**src/rtl/fsi_pkg.sv**
```systemverilog
package fsi_pkg;

   // fault class index; also the status register address of that class
   localparam int unsigned SRC_MSIG = 0;
   localparam int unsigned SRC_MEXC = 1;
   localparam int unsigned SRC_MACC = 2;
   localparam int unsigned SRC_SSIG = 3;
   localparam int unsigned SRC_SEXC = 4;
   localparam int unsigned SRC_SACC = 5;
   localparam int unsigned NUM_SRC  = 6;

   // configuration and interrupt register addresses
   localparam int unsigned A_MACT  = 6;
   localparam int unsigned A_SACT  = 7;
   localparam int unsigned A_S2W   = 8;
   localparam int unsigned A_IEN   = 9;
   localparam int unsigned A_IST   = 10;

   function automatic int unsigned reg_width(input int unsigned nm, input int unsigned ns);
      int unsigned w;
      w = (nm > ns) ? nm : ns;
      if (w < NUM_SRC) w = NUM_SRC;
      return w;
   endfunction

   function automatic bit is_timed(input int unsigned k);
      return !(k == SRC_MACC || k == SRC_SACC);
   endfunction

endpackage

```
**src/rtl/fsi_persist.sv**
```systemverilog
// Per-channel persistence qualifier. LIMIT = 0 gives immediate qualification.
module fsi_persist #(
   parameter int unsigned N     = 8,
   parameter int unsigned LIMIT = 4
) (
   input  logic         clk,
   input  logic         rst_n,
   input  logic         tick,
   input  logic [N-1:0] raw,
   input  logic [N-1:0] hold,
   output logic [N-1:0] qual
);
   localparam int unsigned CW = (LIMIT < 1) ? 1 : $clog2(LIMIT + 1);
   localparam logic [CW-1:0] LIM_C = CW'(LIMIT);

   if (N < 1) begin : g_bad_n
      $error("fsi_persist: N must be at least 1");
   end

   for (genvar c = 0; c < N; c++) begin : g_ch
      logic [CW-1:0] cnt_q;

      always_ff @(posedge clk or negedge rst_n) begin
         if (!rst_n)                    cnt_q <= '0;
         else if (!raw[c] || hold[c])   cnt_q <= '0;
         else if (tick && cnt_q != LIM_C) cnt_q <= cnt_q + 1'b1;
      end

      assign qual[c] = raw[c] & ~hold[c] & (cnt_q == LIM_C);
   end

endmodule

```
**src/rtl/fsi_status_bank.sv**
```systemverilog
// One status register: sticky failure latch per channel, released by a read.
module fsi_status_bank #(
   parameter int unsigned N = 8
) (
   input  logic         clk,
   input  logic         rst_n,
   input  logic [N-1:0] qual,
   input  logic [N-1:0] active,
   input  logic         clr,
   output logic [N-1:0] status,
   output logic         event_o
);
   logic [N-1:0] fail_q;
   logic [N-1:0] hit;

   assign hit = qual & active;

   always_ff @(posedge clk or negedge rst_n) begin
      if (!rst_n) fail_q <= '0;
      else        fail_q <= (fail_q & ~{N{clr}}) | hit;
   end

   assign status  = active & ~fail_q;
   assign event_o = |hit;

endmodule

```
**src/rtl/fsi_irq.sv**
```systemverilog
// Latched interrupt status with per-source enable.
module fsi_irq #(
   parameter int unsigned NSRC = 6
) (
   input  logic            clk,
   input  logic            rst_n,
   input  logic [NSRC-1:0] src_evt,
   input  logic [NSRC-1:0] en,
   input  logic            clr,
   output logic [NSRC-1:0] stat,
   output logic            irq
);
   logic [NSRC-1:0] stat_q;

   always_ff @(posedge clk or negedge rst_n) begin
      if (!rst_n) stat_q <= '0;
      else        stat_q <= (stat_q & ~{NSRC{clr}}) | (src_evt & en);
   end

   assign stat = stat_q;
   assign irq  = |(stat_q & en);

endmodule

```
**src/rtl/fsi_top.sv**
```systemverilog
module fsi_top #(
   parameter int unsigned N_MEAS        = 8,
   parameter int unsigned N_STIM        = 6,
   parameter int unsigned PERSIST_TICKS = 2000,
   parameter int unsigned ADDR_W        = 4
) (
   input  logic                                             clk,
   input  logic                                             rst_n,
   input  logic                                             tick,
   input  logic [N_MEAS-1:0]                                meas_sig_fault,
   input  logic [N_MEAS-1:0]                                meas_exc_fault,
   input  logic [N_MEAS-1:0]                                meas_acc_fault,
   input  logic [N_STIM-1:0]                                stim_sig_fault,
   input  logic [N_STIM-1:0]                                stim_exc_fault,
   input  logic [N_STIM-1:0]                                stim_acc_fault,
   input  logic                                             meas_offline_test,
   input  logic                                             meas_iface_test,
   input  logic                                             reg_wr,
   input  logic                                             reg_rd,
   input  logic [ADDR_W-1:0]                                reg_addr,
   input  logic [fsi_pkg::reg_width(N_MEAS, N_STIM)-1:0]    reg_wdata,
   output logic [fsi_pkg::reg_width(N_MEAS, N_STIM)-1:0]    reg_rdata,
   output logic                                             irq
);
   import fsi_pkg::*;

   localparam int unsigned REG_W = reg_width(N_MEAS, N_STIM);

   if (N_MEAS < 1 || N_STIM < 1) begin : g_bad_ch
      $error("fsi_top: channel counts must be at least 1");
   end
   if (ADDR_W < 4) begin : g_bad_addr
      $error("fsi_top: ADDR_W must be at least 4");
   end
   if (PERSIST_TICKS < 1) begin : g_bad_persist
      $error("fsi_top: PERSIST_TICKS must be at least 1");
   end

   // ---------------- configuration registers ----------------
   logic [N_MEAS-1:0]  meas_act_q;
   logic [N_STIM-1:0]  stim_act_q;
   logic [N_STIM-1:0]  stim_2w_q;
   logic [NUM_SRC-1:0] irq_en_q;

   always_ff @(posedge clk or negedge rst_n) begin
      if (!rst_n) begin
         meas_act_q <= '0;
         stim_act_q <= '0;
         stim_2w_q  <= '0;
         irq_en_q   <= '0;
      end else if (reg_wr) begin
         case (reg_addr)
            ADDR_W'(A_MACT): meas_act_q <= reg_wdata[N_MEAS-1:0];
            ADDR_W'(A_SACT): stim_act_q <= reg_wdata[N_STIM-1:0];
            ADDR_W'(A_S2W):  stim_2w_q  <= reg_wdata[N_STIM-1:0];
            ADDR_W'(A_IEN):  irq_en_q   <= reg_wdata[NUM_SRC-1:0];
            default: ;
         endcase
      end
   end

   // ---------------- fault classes ----------------
   logic               meas_quiet;
   logic [REG_W-1:0]   st_a [NUM_SRC];
   logic [NUM_SRC-1:0] src_evt;
   logic [NUM_SRC-1:0] st_clr;

   assign meas_quiet = meas_offline_test | meas_iface_test;

   for (genvar k = 0; k < NUM_SRC; k++) begin : g_src
      localparam bit          IS_MEAS = (k < 3);
      localparam int unsigned W       = IS_MEAS ? N_MEAS : N_STIM;
      localparam int unsigned LIM     = is_timed(k) ? PERSIST_TICKS : 0;

      logic [W-1:0] raw_w, hold_w, act_w, qual_w, st_w;

      if (k == SRC_MSIG) begin : g_in
         assign raw_w  = meas_sig_fault;
         assign hold_w = {W{meas_quiet}};
      end else if (k == SRC_MEXC) begin : g_in
         assign raw_w  = meas_exc_fault;
         assign hold_w = {W{meas_quiet}};
      end else if (k == SRC_MACC) begin : g_in
         assign raw_w  = meas_acc_fault;
         assign hold_w = '0;
      end else if (k == SRC_SSIG) begin : g_in
         assign raw_w  = stim_sig_fault;
         assign hold_w = stim_2w_q;
      end else if (k == SRC_SEXC) begin : g_in
         assign raw_w  = stim_exc_fault;
         assign hold_w = '0;
      end else begin : g_in
         assign raw_w  = stim_acc_fault;
         assign hold_w = '0;
      end

      if (IS_MEAS) begin : g_act
         assign act_w = meas_act_q;
      end else begin : g_act
         assign act_w = stim_act_q;
      end

      assign st_clr[k] = reg_rd && (reg_addr == ADDR_W'(k));

      fsi_persist #(
         .N     (W),
         .LIMIT (LIM)
      ) u_persist (
         .clk   (clk),
         .rst_n (rst_n),
         .tick  (tick),
         .raw   (raw_w),
         .hold  (hold_w),
         .qual  (qual_w)
      );

      fsi_status_bank #(
         .N (W)
      ) u_bank (
         .clk     (clk),
         .rst_n   (rst_n),
         .qual    (qual_w),
         .active  (act_w),
         .clr     (st_clr[k]),
         .status  (st_w),
         .event_o (src_evt[k])
      );

      assign st_a[k] = REG_W'(st_w);
   end

   // ---------------- interrupt ----------------
   logic [NUM_SRC-1:0] irq_stat;
   logic               irq_clr;

   assign irq_clr = reg_rd && (reg_addr == ADDR_W'(A_IST));

   fsi_irq #(
      .NSRC (NUM_SRC)
   ) u_irq (
      .clk     (clk),
      .rst_n   (rst_n),
      .src_evt (src_evt),
      .en      (irq_en_q),
      .clr     (irq_clr),
      .stat    (irq_stat),
      .irq     (irq)
   );

   // ---------------- read path ----------------
   logic [REG_W-1:0] rd_val;
   logic [REG_W-1:0] rdata_q;
   logic [N_MEAS-1:0] msig_status;

   assign msig_status = st_a[SRC_MSIG][N_MEAS-1:0];

   always_comb begin
      rd_val = '0;
      case (reg_addr)
         ADDR_W'(SRC_MSIG): rd_val = st_a[SRC_MSIG];
         ADDR_W'(SRC_MEXC): rd_val = st_a[SRC_MEXC];
         ADDR_W'(SRC_MACC): rd_val = st_a[SRC_MACC];
         ADDR_W'(SRC_SSIG): rd_val = st_a[SRC_SSIG];
         ADDR_W'(SRC_SEXC): rd_val = st_a[SRC_SEXC];
         ADDR_W'(SRC_SACC): rd_val = st_a[SRC_SACC];
         ADDR_W'(A_MACT):   rd_val = REG_W'(meas_act_q);
         ADDR_W'(A_SACT):   rd_val = REG_W'(stim_act_q);
         ADDR_W'(A_S2W):    rd_val = REG_W'(stim_2w_q);
         ADDR_W'(A_IEN):    rd_val = REG_W'(irq_en_q);
         ADDR_W'(A_IST):    rd_val = REG_W'(irq_stat);
         default:           rd_val = '0;
      endcase
   end

   always_ff @(posedge clk or negedge rst_n) begin
      if (!rst_n)      rdata_q <= '0;
      else if (reg_rd) rdata_q <= rd_val;
   end

   assign reg_rdata = rdata_q;

endmodule

```
**config.mk**
```make
export PLATFORM = sky130hd
export DESIGN_NAME = fsi_top
export DESIGN_NICKNAME = d
export VERILOG_FILES = /design/src/rtl/fsi_pkg.sv /design/src/rtl/fsi_persist.sv /design/src/rtl/fsi_status_bank.sv /design/src/rtl/fsi_irq.sv /design/src/rtl/fsi_top.sv
export SDC_FILE = /design/constraint.sdc
export NUM_CORES = 1
export LEC_CHECK = 0
export ABC_AREA = 1
export BUFFER_PORTS_ARGS = -buffer_cell sky130_fd_sc_hd__buf_2
export CAP_MARGIN = 20
export CORE_MARGIN = 5
export CORE_UTILIZATION = 25
export DETAILED_ROUTE_END_ITERATION = 12
export SYNTH_ARGS = -nofsm -noshare
export SYNTH_HDL_FRONTEND = slang
export SYNTH_SLANG_ARGS = --single-unit
export TNS_END_PERCENT = 20
```
**constraint.sdc**
```tcl
create_clock -name clk -period 4.9 [get_ports clk]
set_input_delay 0.49 -clock clk [delete_from_list [all_inputs] [get_ports clk]]
set_output_delay 0.49 -clock clk [all_outputs]
set_load 0.02 [all_outputs]
```
---- Yosys cells after proc, flatten, opt, wreduce, memory -nomap -nowiden ----
Cells that the tools add are included.
storage, ports and cells
  bits in read-only memories .............. 0
  memories kept ........................... 0
  output and inout port bits .............. 9
  register bits ........................... 404
  memory bits (writable) .................. 0
  bits in latches ......................... 0
  word-level logic and storage cells ...... 521
cells by class
  multiply operators ...................... 0
  divide/modulo/power cells ............... 0
  $lt $le $gt $ge ......................... 0
  bitwise gates (word level) .............. 127
  muxes and demuxes ....................... 85
  eq/ne operators ......................... 86
  add/sub/neg operators ................... 42
  shift operators ......................... 0
  reduce and logical (&&, ||, !) cells .... 127
operators with widths
  operator                                               count
  two-way mux 11 bit                                     56
  adder 11 x 1 -> 11 bit, second input constant          28
  == test 11 bit, second input constant                  28
  inequality test 11 bit, second input constant          28
  case mux 8 bit (11 select lines)                       1
  AND 6 bit                                              12
  AND 8 bit                                              9
  AND 1 bit                                              64
  logical AND 1 bit                                      49
  inverter 8 bit                                         6
  nonzero test 2 bit                                     22
  inverter 6 bit                                         7
  inequality test 2 x 1 -> 1 bit, second input constant  20
  two-way mux 1 bit                                      28
  OR 6 bit                                               4
  OR 8 bit                                               3
  OR reduction 6 bit                                     4
  OR reduction 8 bit                                     3
  zero test 1 bit                                        22
  logical OR 1 bit                                       22
  inverter 1 bit                                         21
  == test 4 x 3 -> 1 bit, second input constant          4
  adder 1 bit, second input constant                     14
  == test 4 bit, second input constant                   3
  other kinds (5)                                        9

---- Depth between registers and ports, before layout ----
Gate-level depths: netlist of run 1.
  depth after elaboration ................. 8
  gate-level depth with buffers ........... 12

---- Modules after synthesis ----
From an unflattened synthesis of run 1, not the netlist that was laid out.
second synthesis, totals
  cells, all modules ...................... 3660
  area total of the unflattened synthesis .. 25211.7 um^2
by module, submodules not included
  module                                  times used  area each (um^2)  cells each
  fsi_persist at g_src[0].u_persist ...   2           5691.7            830
  fsi_persist at g_src[3].u_persist ...   2           4418.0            641
  fsi_top                                 1           2063.2            305
  fsi_status_bank at g_src[0].u_bank ...  3           386.6             55
  fsi_status_bank at g_src[3].u_bank ...  3           292.8             42
  fsi_persist at g_src[2].u_persist       1           354.1             49
  fsi_irq                                 1           270.3             36
  fsi_persist at g_src[5].u_persist       1           266.5             37

---- Worst setup path before layout of run 1 ----
Ideal clock, no wire load.
  kind .................................... in2reg
  start point ............................. input port reg_addr[2]
  end point ............................... register rdata_q[1] (netlist: reg_rdata[1])
  required time ........................... 4784 ps
  path slack .............................. 3312 ps
  path buffers ............................ 1
  stages on the path ...................... 11
  arrival time ............................ 1471 ps
  cell sequence ........................... buf_4 nor2_8 nand2_1 nor2_1 nand3_1 nand2_1 nand2_1 nand2_1 nand2_1 nand2_1 nand2_1
on the way
  longest elaborated chain between the ends .. 2
  elaborated cells on any way between the ends .. 12
  classes of those cells .................. eq/ne: 10; mux: 1; reduce/logical: 1
ends and longest elaborated chain
  item                                         RTL line        text
  from (decl)                                  fsi_top.sv:20   input logic [ADDR_W-1:0] reg_addr,
  == test 4 bit, or another cell as far along  fsi_top.sv:159  case (reg_addr)
  case mux 8 bit (11 select lines) (*)         fsi_top.sv:159
  to (signal assigned)                         fsi_top.sv:177  else if (reg_rd) rdata_q <= rd_val;
  to (decl)                                    fsi_top.sv:152  logic [REG_W-1:0] rdata_q;
Every way passes the cells marked *; elsewhere a longest branch is shown, timed or not.
A chain may end at the register's enable or synchronous reset.

---- Worst setup path in the final report of run 1 ----
  start point ............................. register irq_en_q[0]
  end point ............................... output port irq
on the way
  longest elaborated chain between the ends .. 2
ends and longest elaborated chain
  item                    RTL line       text
  from (decl)             fsi_top.sv:43  logic [NUM_SRC-1:0] irq_en_q;
  from (signal assigned)  fsi_top.sv:56  ADDR_W'(A_IEN): irq_en_q <= reg_wdata[NUM_SRC-1:0];
  AND 6 bit               fsi_irq.sv:21  assign irq = |(stat_q & en);
  OR reduction 6 bit      fsi_irq.sv:21
  to (decl)               fsi_top.sv:23  output logic irq
No other way between the ends.

==> impl_metrics.yaml, run 1 <==
sta:
  final.setup_skew_ps: 28.2
  tns_ps: 0
  timing_max_transition_violations_final: 0
  fin_crit_sh_pct: 49.5
  setup-violations-final: 0
  final.hold.worst_slack_ps: 116
  achievable-frequency_ghz: 0.412
  number_of_hold_violations_in_the_final_report: 0
  final_min_period_ps: 2430
  timing_worst_slew_pin_value_ps: 1050
  relSlewSlack_pct: 29.8
  rsz_0062_raised_after_global_routing: "no"
die:
  floorplan.die.width_um: 318
  pin_count: 70
  floorplan.die.height_um: 318
  dieArea_um2: 101000
  floorplan.initialDensity_pct: 25.3
  placement_rows: 112
  design.core.area_um2: 93600
clocking:
  clk-insertion-delay-late_ps: 600
  numCtsBuffers: 46
  tritoncts_num_sinks: 404
  clock_tree.root_cell: "sky130_fd_sc_hd__clkbuf_16"
  cts.htree.levels: 2
  cts_tree: "built"
  post-cts-setup-buffers: 0
  path_clk_slew_ps: 60
  max-clock-path-buffers: 3
worst_setup_path:
  wp_data_arrival_ps: 1940
  regToRegEndpoint: "g_src[3].u_persist.g_ch[2].cnt_q[9]"
  worstRegToRegCells: 8
  largest_fanout_on_the_critical_path: 4
  critPathKind: "reg -> out"
  timing.critical_path.from_type: "flop"
  timing.critical_path.to: "irq"
  startpoint: "irq_en_q[0]"
  crit_path_end_kind: "output port"
  timing.rr.start: "g_src[3].u_persist.g_ch[2].cnt_q[0]"
  r2r_setup_slack_ps: 2590
  critical_path_required_time_ps: 4410
flow_run:
  drv.max_cap_violation_count: 0
placed_design:
  place.detailed.instances: 4522
  gp_congestion: 0.882
  io_buffer_count: 69
  dp_hpwl_um: 45500
power:
  worst_ir_drop_vdd_mv: 0.163
  ratio_of_total_power_to_cell_area_nw_per_um2: 292
  static-leakage-power_nw: 11.9
  post-layout-total-power_mw: 7.91
finish:
  final-instance-count-excl-fill: 4613
  post-route-util_pct: 28.9
  nets: 3434
  nFillCells: 10200
  area_delta_synth_final_pct: 14.3
  drive_gt1_share_pct: 7.37
synthesis:
  synth_fp_nets: 3361
  post_synth_instance_area_um2: 23700
  synth-edff-count: 0
  synth.avg_cell_area_um2: 7.30
  postSynthCellCount: 3244
  postSynthRegisterBits: 404
  synth_seq_area_share_pct: 42.7
  synthFlopType: "sky130_fd_sc_hd__dfrtp_1"
  count_of_unique_library_cells_instantiated_by_yosys: 40
  ys.warnings.count: 0
  synthArstFlopShare_pct: 100
global_route:
  vias_in_the_first_global_route: 19900
  grt_start_max_net_pins: 118
  grtUsageTotal_pct: 12.0
  grt_antenna_before_repair: 16
  grt_pass1_wl_um: 103000
  gr-total-overflow: 0
route:
  drt-wirelength-per-cell_um: 13.6
  postRouteAntennaNets: 0
  vias: 21400
  count_of_tritonroute_iterations_in_the_first_routing_pass: 6
  number_of_drc_violations_after_detailed_routing: 0
  route.detailed.vias_per_inst: 4.63
  drt_first_iter_violations: 1919
  wl_um: 62700
run_status:
  status: "completed"
hold_path:
  timing.hold.worst.class: "in -> reg"
-- cell usage in the layout, fill, tap and decap left out, types with 17 or more instances in the layout --
| cell type | count |
|---|---|
| sky130_fd_sc_hd__clkbuf_16 | 46 |
| sky130_fd_sc_hd__xor2_1 | 58 |
| sky130_fd_sc_hd__nand3_1 | 337 |
| sky130_fd_sc_hd__nand2_1 | 869 |
| sky130_fd_sc_hd__inv_2 | 17 |
| sky130_fd_sc_hd__o31ai_1 | 21 |
| sky130_fd_sc_hd__nor3_1 | 139 |
| sky130_fd_sc_hd__dfrtp_1 | 404 |
| sky130_fd_sc_hd__nand4_1 | 154 |
| sky130_fd_sc_hd__ha_1 | 56 |
| sky130_fd_sc_hd__or2_2 | 38 |
| sky130_fd_sc_hd__inv_1 | 378 |
| sky130_fd_sc_hd__o21bai_1 | 28 |
| sky130_fd_sc_hd__nand3b_1 | 17 |
| sky130_fd_sc_hd__a21oi_1 | 61 |
| sky130_fd_sc_hd__buf_2 | 68 |
| sky130_fd_sc_hd__nor2_1 | 263 |
| sky130_fd_sc_hd__o21ai_0 | 284 |
-- cells in the mapped netlist (2+ instances only) --
cell type	number	area, um^2
sky130_fd_sc_hd__a21oi_1	61	305
sky130_fd_sc_hd__a21oi_2	3	26.3
sky130_fd_sc_hd__a31o_2	10	87.6
sky130_fd_sc_hd__buf_1	3	11.3
sky130_fd_sc_hd__buf_2	25	125
sky130_fd_sc_hd__buf_4	8	60.1
sky130_fd_sc_hd__clkbuf_1	12	45.0
sky130_fd_sc_hd__clkbuf_2	2	10.0
sky130_fd_sc_hd__clkinv_1	8	30.0
sky130_fd_sc_hd__clkinv_2	4	20.0
sky130_fd_sc_hd__dfrtp_1	404	10100
sky130_fd_sc_hd__ha_1	56	701
sky130_fd_sc_hd__inv_1	378	1420
sky130_fd_sc_hd__inv_2	17	63.8
sky130_fd_sc_hd__nand2_1	869	3260
sky130_fd_sc_hd__nand2_2	5	31.3
sky130_fd_sc_hd__nand3_1	337	1690
sky130_fd_sc_hd__nand3b_1	17	128
sky130_fd_sc_hd__nand4_1	154	963
sky130_fd_sc_hd__nor2_1	263	987
sky130_fd_sc_hd__nor2_4	10	113
sky130_fd_sc_hd__nor2_8	2	40.0
sky130_fd_sc_hd__nor3_1	139	696
sky130_fd_sc_hd__nor3_2	2	20.0
sky130_fd_sc_hd__o21ai_0	284	1420
sky130_fd_sc_hd__o21ai_1	4	20.0
sky130_fd_sc_hd__o21bai_1	28	210
sky130_fd_sc_hd__o22ai_1	6	37.5
sky130_fd_sc_hd__o31ai_1	21	158
sky130_fd_sc_hd__or2_2	38	238
sky130_fd_sc_hd__xnor2_1	8	70.1
sky130_fd_sc_hd__xor2_1	58	508
-- sequential cells by signal, summed over array words and instances, names as in the netlist --
register / flops
reg_rdata: 8
g_src.u_persist.g_ch.cnt_q: 322
irq_en_q: 6
g_src.hold_w: 6
g_src.act_w: 14
u_irq.stat: 6
g_src.u_bank.fail_q: 42
-- per-layer routing --
layer / track usage [%] / routed length [um] / vias up / part of all wire, %
met4: 3.05 / 1320 / 12 / 2.1
met3: 2.84 / 3960 / 89 / 6.3
met1: 17.3 / 30600 / 9940 / 49
met5: 0 / 89 / - / 0.14
li1: - / - / 10900 / -
met2: 18.4 / 26800 / 426 / 43
-- worst max-delay path, cell delays in order (launching register included) --
cell,delay (ps)
sky130_fd_sc_hd__dfrtp_1,410
sky130_fd_sc_hd__nand2_1,80
sky130_fd_sc_hd__nand2_1,50
sky130_fd_sc_hd__a221oi_1,220
sky130_fd_sc_hd__nand3_1,310
sky130_fd_sc_hd__buf_2,270
-- logic make-up after synthesis --
group / synth area share, %
AOI/OAI and AO/OA: 9.76
xor gates and xnor gates: 2.44
adders and majority gates: 2.96
buffers and inverters: 7.58
DFF: 42.7
and+or+nand+nor: 34.6
-- layout make-up --
type                            count  area [um^2]  area share, %
Antenna cell                        6         15.0         0.0555
Clock buffer                       57         1230           4.55
Clock inverter                     27          392           1.45
Inverter                          407         1530           5.66
Multi-Input combinational cell   2382        11800           43.5
Sequential cell                   404        10100           37.4
Tap cell                         1254         1570           5.80
Timing Repair Buffer               76          435           1.61
-- metrics by stage --
stage | setup WS [ps] | cell area, um^2
after detailed placement | 2410 | 25400
after floorplan | 3310 | 23700
after global placement | 2490 | 25400
final | 2470 | 27100
after global routing | 2330 | 27000
after CTS | 2400 | 27000
-- worst min-delay path by stage --
stage | startpoint | to | cells after the start
after detailed placement | reg_rdata[7] | reg_rdata[7] | 2
after global routing | stim_acc_fault[5] | g_src[5].u_persist.g_ch[5].cnt_q | 3
after global placement | reg_rdata[1] | reg_rdata[1] | 2
after floorplan | rst_n | g_src[0].act_w[0] | 0
after CTS | meas_acc_fault[6] | g_src[2].u_persist.g_ch[6].cnt_q | 3
final | meas_acc_fault[6] | g_src[2].u_persist.g_ch[6].cnt_q | 3
-- report_power, final --
group          internal (mW)  switching (mW)
combinational          0.159           0.475
clock                   2.18            1.52
sequential              3.45           0.118
total                   5.80            2.11
-- repair_timing --
item	4_1_cts	5_1_grt
hold endpoints to repair	2	0
hold buffers	1	0
gates resized for setup	0	0
No activity file was read; power rests on OpenSTA's default activity.
==> run 2, diff against run 1 <==
Clock period 4.9 ns to 2.2 ns, I/O delays scaled along.
==> run 2 against run 1 <==
  * Routed wire length increased by 1.3%
  * Core utilization increased by 0.61 points
  * Hold slack got worse by 84 ps
  * Sequential share of layout area is 0.78 points lower
  * Register-to-register slack got worse by 2300 ps
  * Clock skew down 1.6 ps
  * Sequential power up 120%
  * Largest cell class unchanged
  * Highest routed layer unchanged
==> impl_metrics.yaml, run 2 (synthesis gave the netlist of run 1 again) <==
route:
  route.detailed.vias_per_inst: 4.66
  drt_first_iter_violations: 1427
  number_of_drc_violations_after_detailed_routing: 0
  postRouteAntennaNets: 0
  wl_um: 63500
  count_of_tritonroute_iterations_in_the_first_routing_pass: 5
  drt-wirelength-per-cell_um: 13.6
  vias: 21800
power:
  switchingPower_mw: 4.64
  static-leakage-power_nw: 12.2
  netSwitchingFraction_pct: 26.1
  post-layout-total-power_mw: 17.8
  power.share.clock_pct: 46.6
  power.sequential.fraction_pct: 44.8
  power.internal_mw: 13.1
  worst_ir_drop_vdd_mv: 0.578
  ratio_of_total_power_to_cell_area_nw_per_um2: 642
  pwr-share-comb_pct: 8.6
sta:
  fin_crit_sh_pct: 97.7
  rsz_0062_raised_after_global_routing: "yes"
  timing_max_transition_violations_final: 0
  achievable-frequency_ghz: 0.465
  relSlewSlack_pct: 59.7
  timing_worst_slew_pin_value_ps: 605
  number_of_hold_violations_in_the_final_report: 0
  final.setup_skew_ps: 26.6
  final_min_period_ps: 2150
  setup-violations-final: 0
worst_setup_path:
  critical_path.n_buffers_inverters: 1
  critical_path_cell_by_cell: "nand2_1 -> nand2_1 -> a221oi_1 -> nand3_2 -> buf_2"
  critical_path_required_time_ps: 1980
  crit_top_cell: "sky130_fd_sc_hd__nand2_1"
  r2r_setup_slack_ps: 250
  timing.rr.start: "g_src[0].u_persist.g_ch[4].cnt_q[0]"
  critical_path.top_delay_family: "flip-flops"
  crit_path_end_kind: "output port"
  worstRegToRegCells: 10
  regToRegEndpoint: "g_src[0].u_persist.g_ch[4].cnt_q[3]"
  critPathKind: "reg -> out"
  largest_fanout_on_the_critical_path: 4
  critPathMaxStageDelay_ps: 430
  wp_data_arrival_ps: 1930
  timing.critical_path.from_type: "flop"
  timing.critical_path.slowest_stage_cell: "sky130_fd_sc_hd__dfrtp_1"
finish:
  largest_reg_flops: 322
  post-route-cell-area_um2: 27600
  final-instance-count-excl-fill: 4668
  max_flop_register: "g_src.u_persist.g_ch.cnt_q"
  drive_gt1_share_pct: 7.87
  most-common-layout-cells: "868 x sky130_fd_sc_hd__nand2_1, 404 x sky130_fd_sc_hd__dfrtp_1, 378 x sky130_fd_sc_hd__inv_1"
  most_common_cell_after_layout_fill_and_taps_aside: "sky130_fd_sc_hd__nand2_1"
  nets: 3488
  post-route-util_pct: 29.5
  nFillCells: 10100
  area_delta_synth_final_pct: 16.7
hold_path:
  min_from: "meas_exc_fault[6]"
  timing.hold.worst.class: "in -> reg"
  hold-path-endpoint: "g_src[1].u_persist.g_ch[6].cnt_q[3]"
  hold_path_cell_cnt: 3
global_route:
  grt_pass1_wl_um: 105000
  grt_antenna_before_repair: 15
  grt_start_max_net_pins: 60
  vias_in_the_first_global_route: 20400
  gr-total-overflow: 0
  grtUsageTotal_pct: 12.2
clocking:
  max-clock-path-buffers: 3
  clock_tree.root_cell: "sky130_fd_sc_hd__clkbuf_16"
  cts_tree: "built"
  cts.htree.levels: 2
  tritoncts_num_sinks: 404
  path_clk_slew_ps: 60
  clk-insertion-delay-late_ps: 590
  numCtsBuffers: 47
flow_run:
  drv.max_cap_violation_count: 0
die:
  placement_rows: 112
  floorplan.die.height_um: 318
  pin_count: 70
  dieArea_um2: 101000
  floorplan.initialDensity_pct: 25.3
  floorplan.die.width_um: 318
  design.core.area_um2: 93600
placed_design:
  place.detailed.instances: 4540
  gp_congestion: 0.898
  io_buffer_count: 69
  dp_hpwl_um: 46800
  dpl_cell_area_um2: 25600
run_status:
  status: "completed"
## run 2: power by group through the flow
stage,registers (mW),logic (mW),clock network [mW]
floorplan,7.99,0.806,0
global placement,8.09,1.46,0
detailed placement,8.09,1.48,0
CTS,7.96,1.54,8.53
global route,7.99,1.73,8.81
finish,7.96,1.52,8.27
## run 2: repair_timing
action | in CTS | in global routing
gates cloned | 0 | 0
endpoints found under the setup margin | 1 | 14
endpoints found under the hold margin | 205 | 0
setup buffers | 0 | 0
hold buffers | 36 | 0
resized for setup | 1 | 2
## run 2: final cells by class
type / count / area, um^2 / area share, %
sequential: 404 / 10100 / 36.6
tap: 1254 / 1570 / 5.68
clock inverter: 18 / 233 / 0.842
multi-input combinational: 2382 / 11800 / 42.6
antenna: 7 / 17.5 / 0.0634
clock buffer: 67 / 1390 / 5.04
inverter: 407 / 1530 / 5.55
timing repair buffer: 129 / 996 / 3.60
## run 2: worst max path at each step
stage	start	end	slack (ps)	cells past startpoint
2_1_floorplan	g_src[0].u_persist.g_ch[1].cnt_q[0]	g_src[0].u_persist.g_ch[1].cnt_q[4]	630	9
3_3_place_gp	g_src[4].u_persist.g_ch[0].cnt_q[0]	g_src[4].u_persist.g_ch[0].cnt_q[3]	140	10
3_5_place_dp	g_src[4].u_persist.g_ch[0].cnt_q[0]	g_src[4].u_persist.g_ch[0].cnt_q[8]	140	10
4_1_cts	irq_en_q[0]	irq	40	5
5_1_grt	irq_en_q[0]	irq	-40	5
6_report	irq_en_q[0]	irq	50	5
## run 2: through the flow
step	hold WS [ps]	setup slack, ps	TNS, ps
2_1_floorplan	-75.6	631	0
3_3_place_gp	220	145	0
3_5_place_dp	223	140	0
4_1_cts	6.20	36.1	0
5_1_grt	38.3	-38.0	-38.0
6_report	32.0	51.0	0
## run 2: worst min-delay path, stage by stage
cell and delay, ps:
sky130_fd_sc_hd__buf_2 120, sky130_fd_sc_hd__nand2_1 140, sky130_fd_sc_hd__o31ai_1 100
## run 2: metal layers
| metal | GRT usage [%] | vias to the layer above | routed length, um |
|---|---|---|---|
| li1 | - | 11000 | - |
| met1 | 17.5 | 10200 | 31200 |
| met2 | 18.5 | 430 | 27000 |
| met3 | 2.44 | 108 | 3350 |
| met4 | 3.85 | 8 | 1850 |
| met5 | 0 | - | 55 |
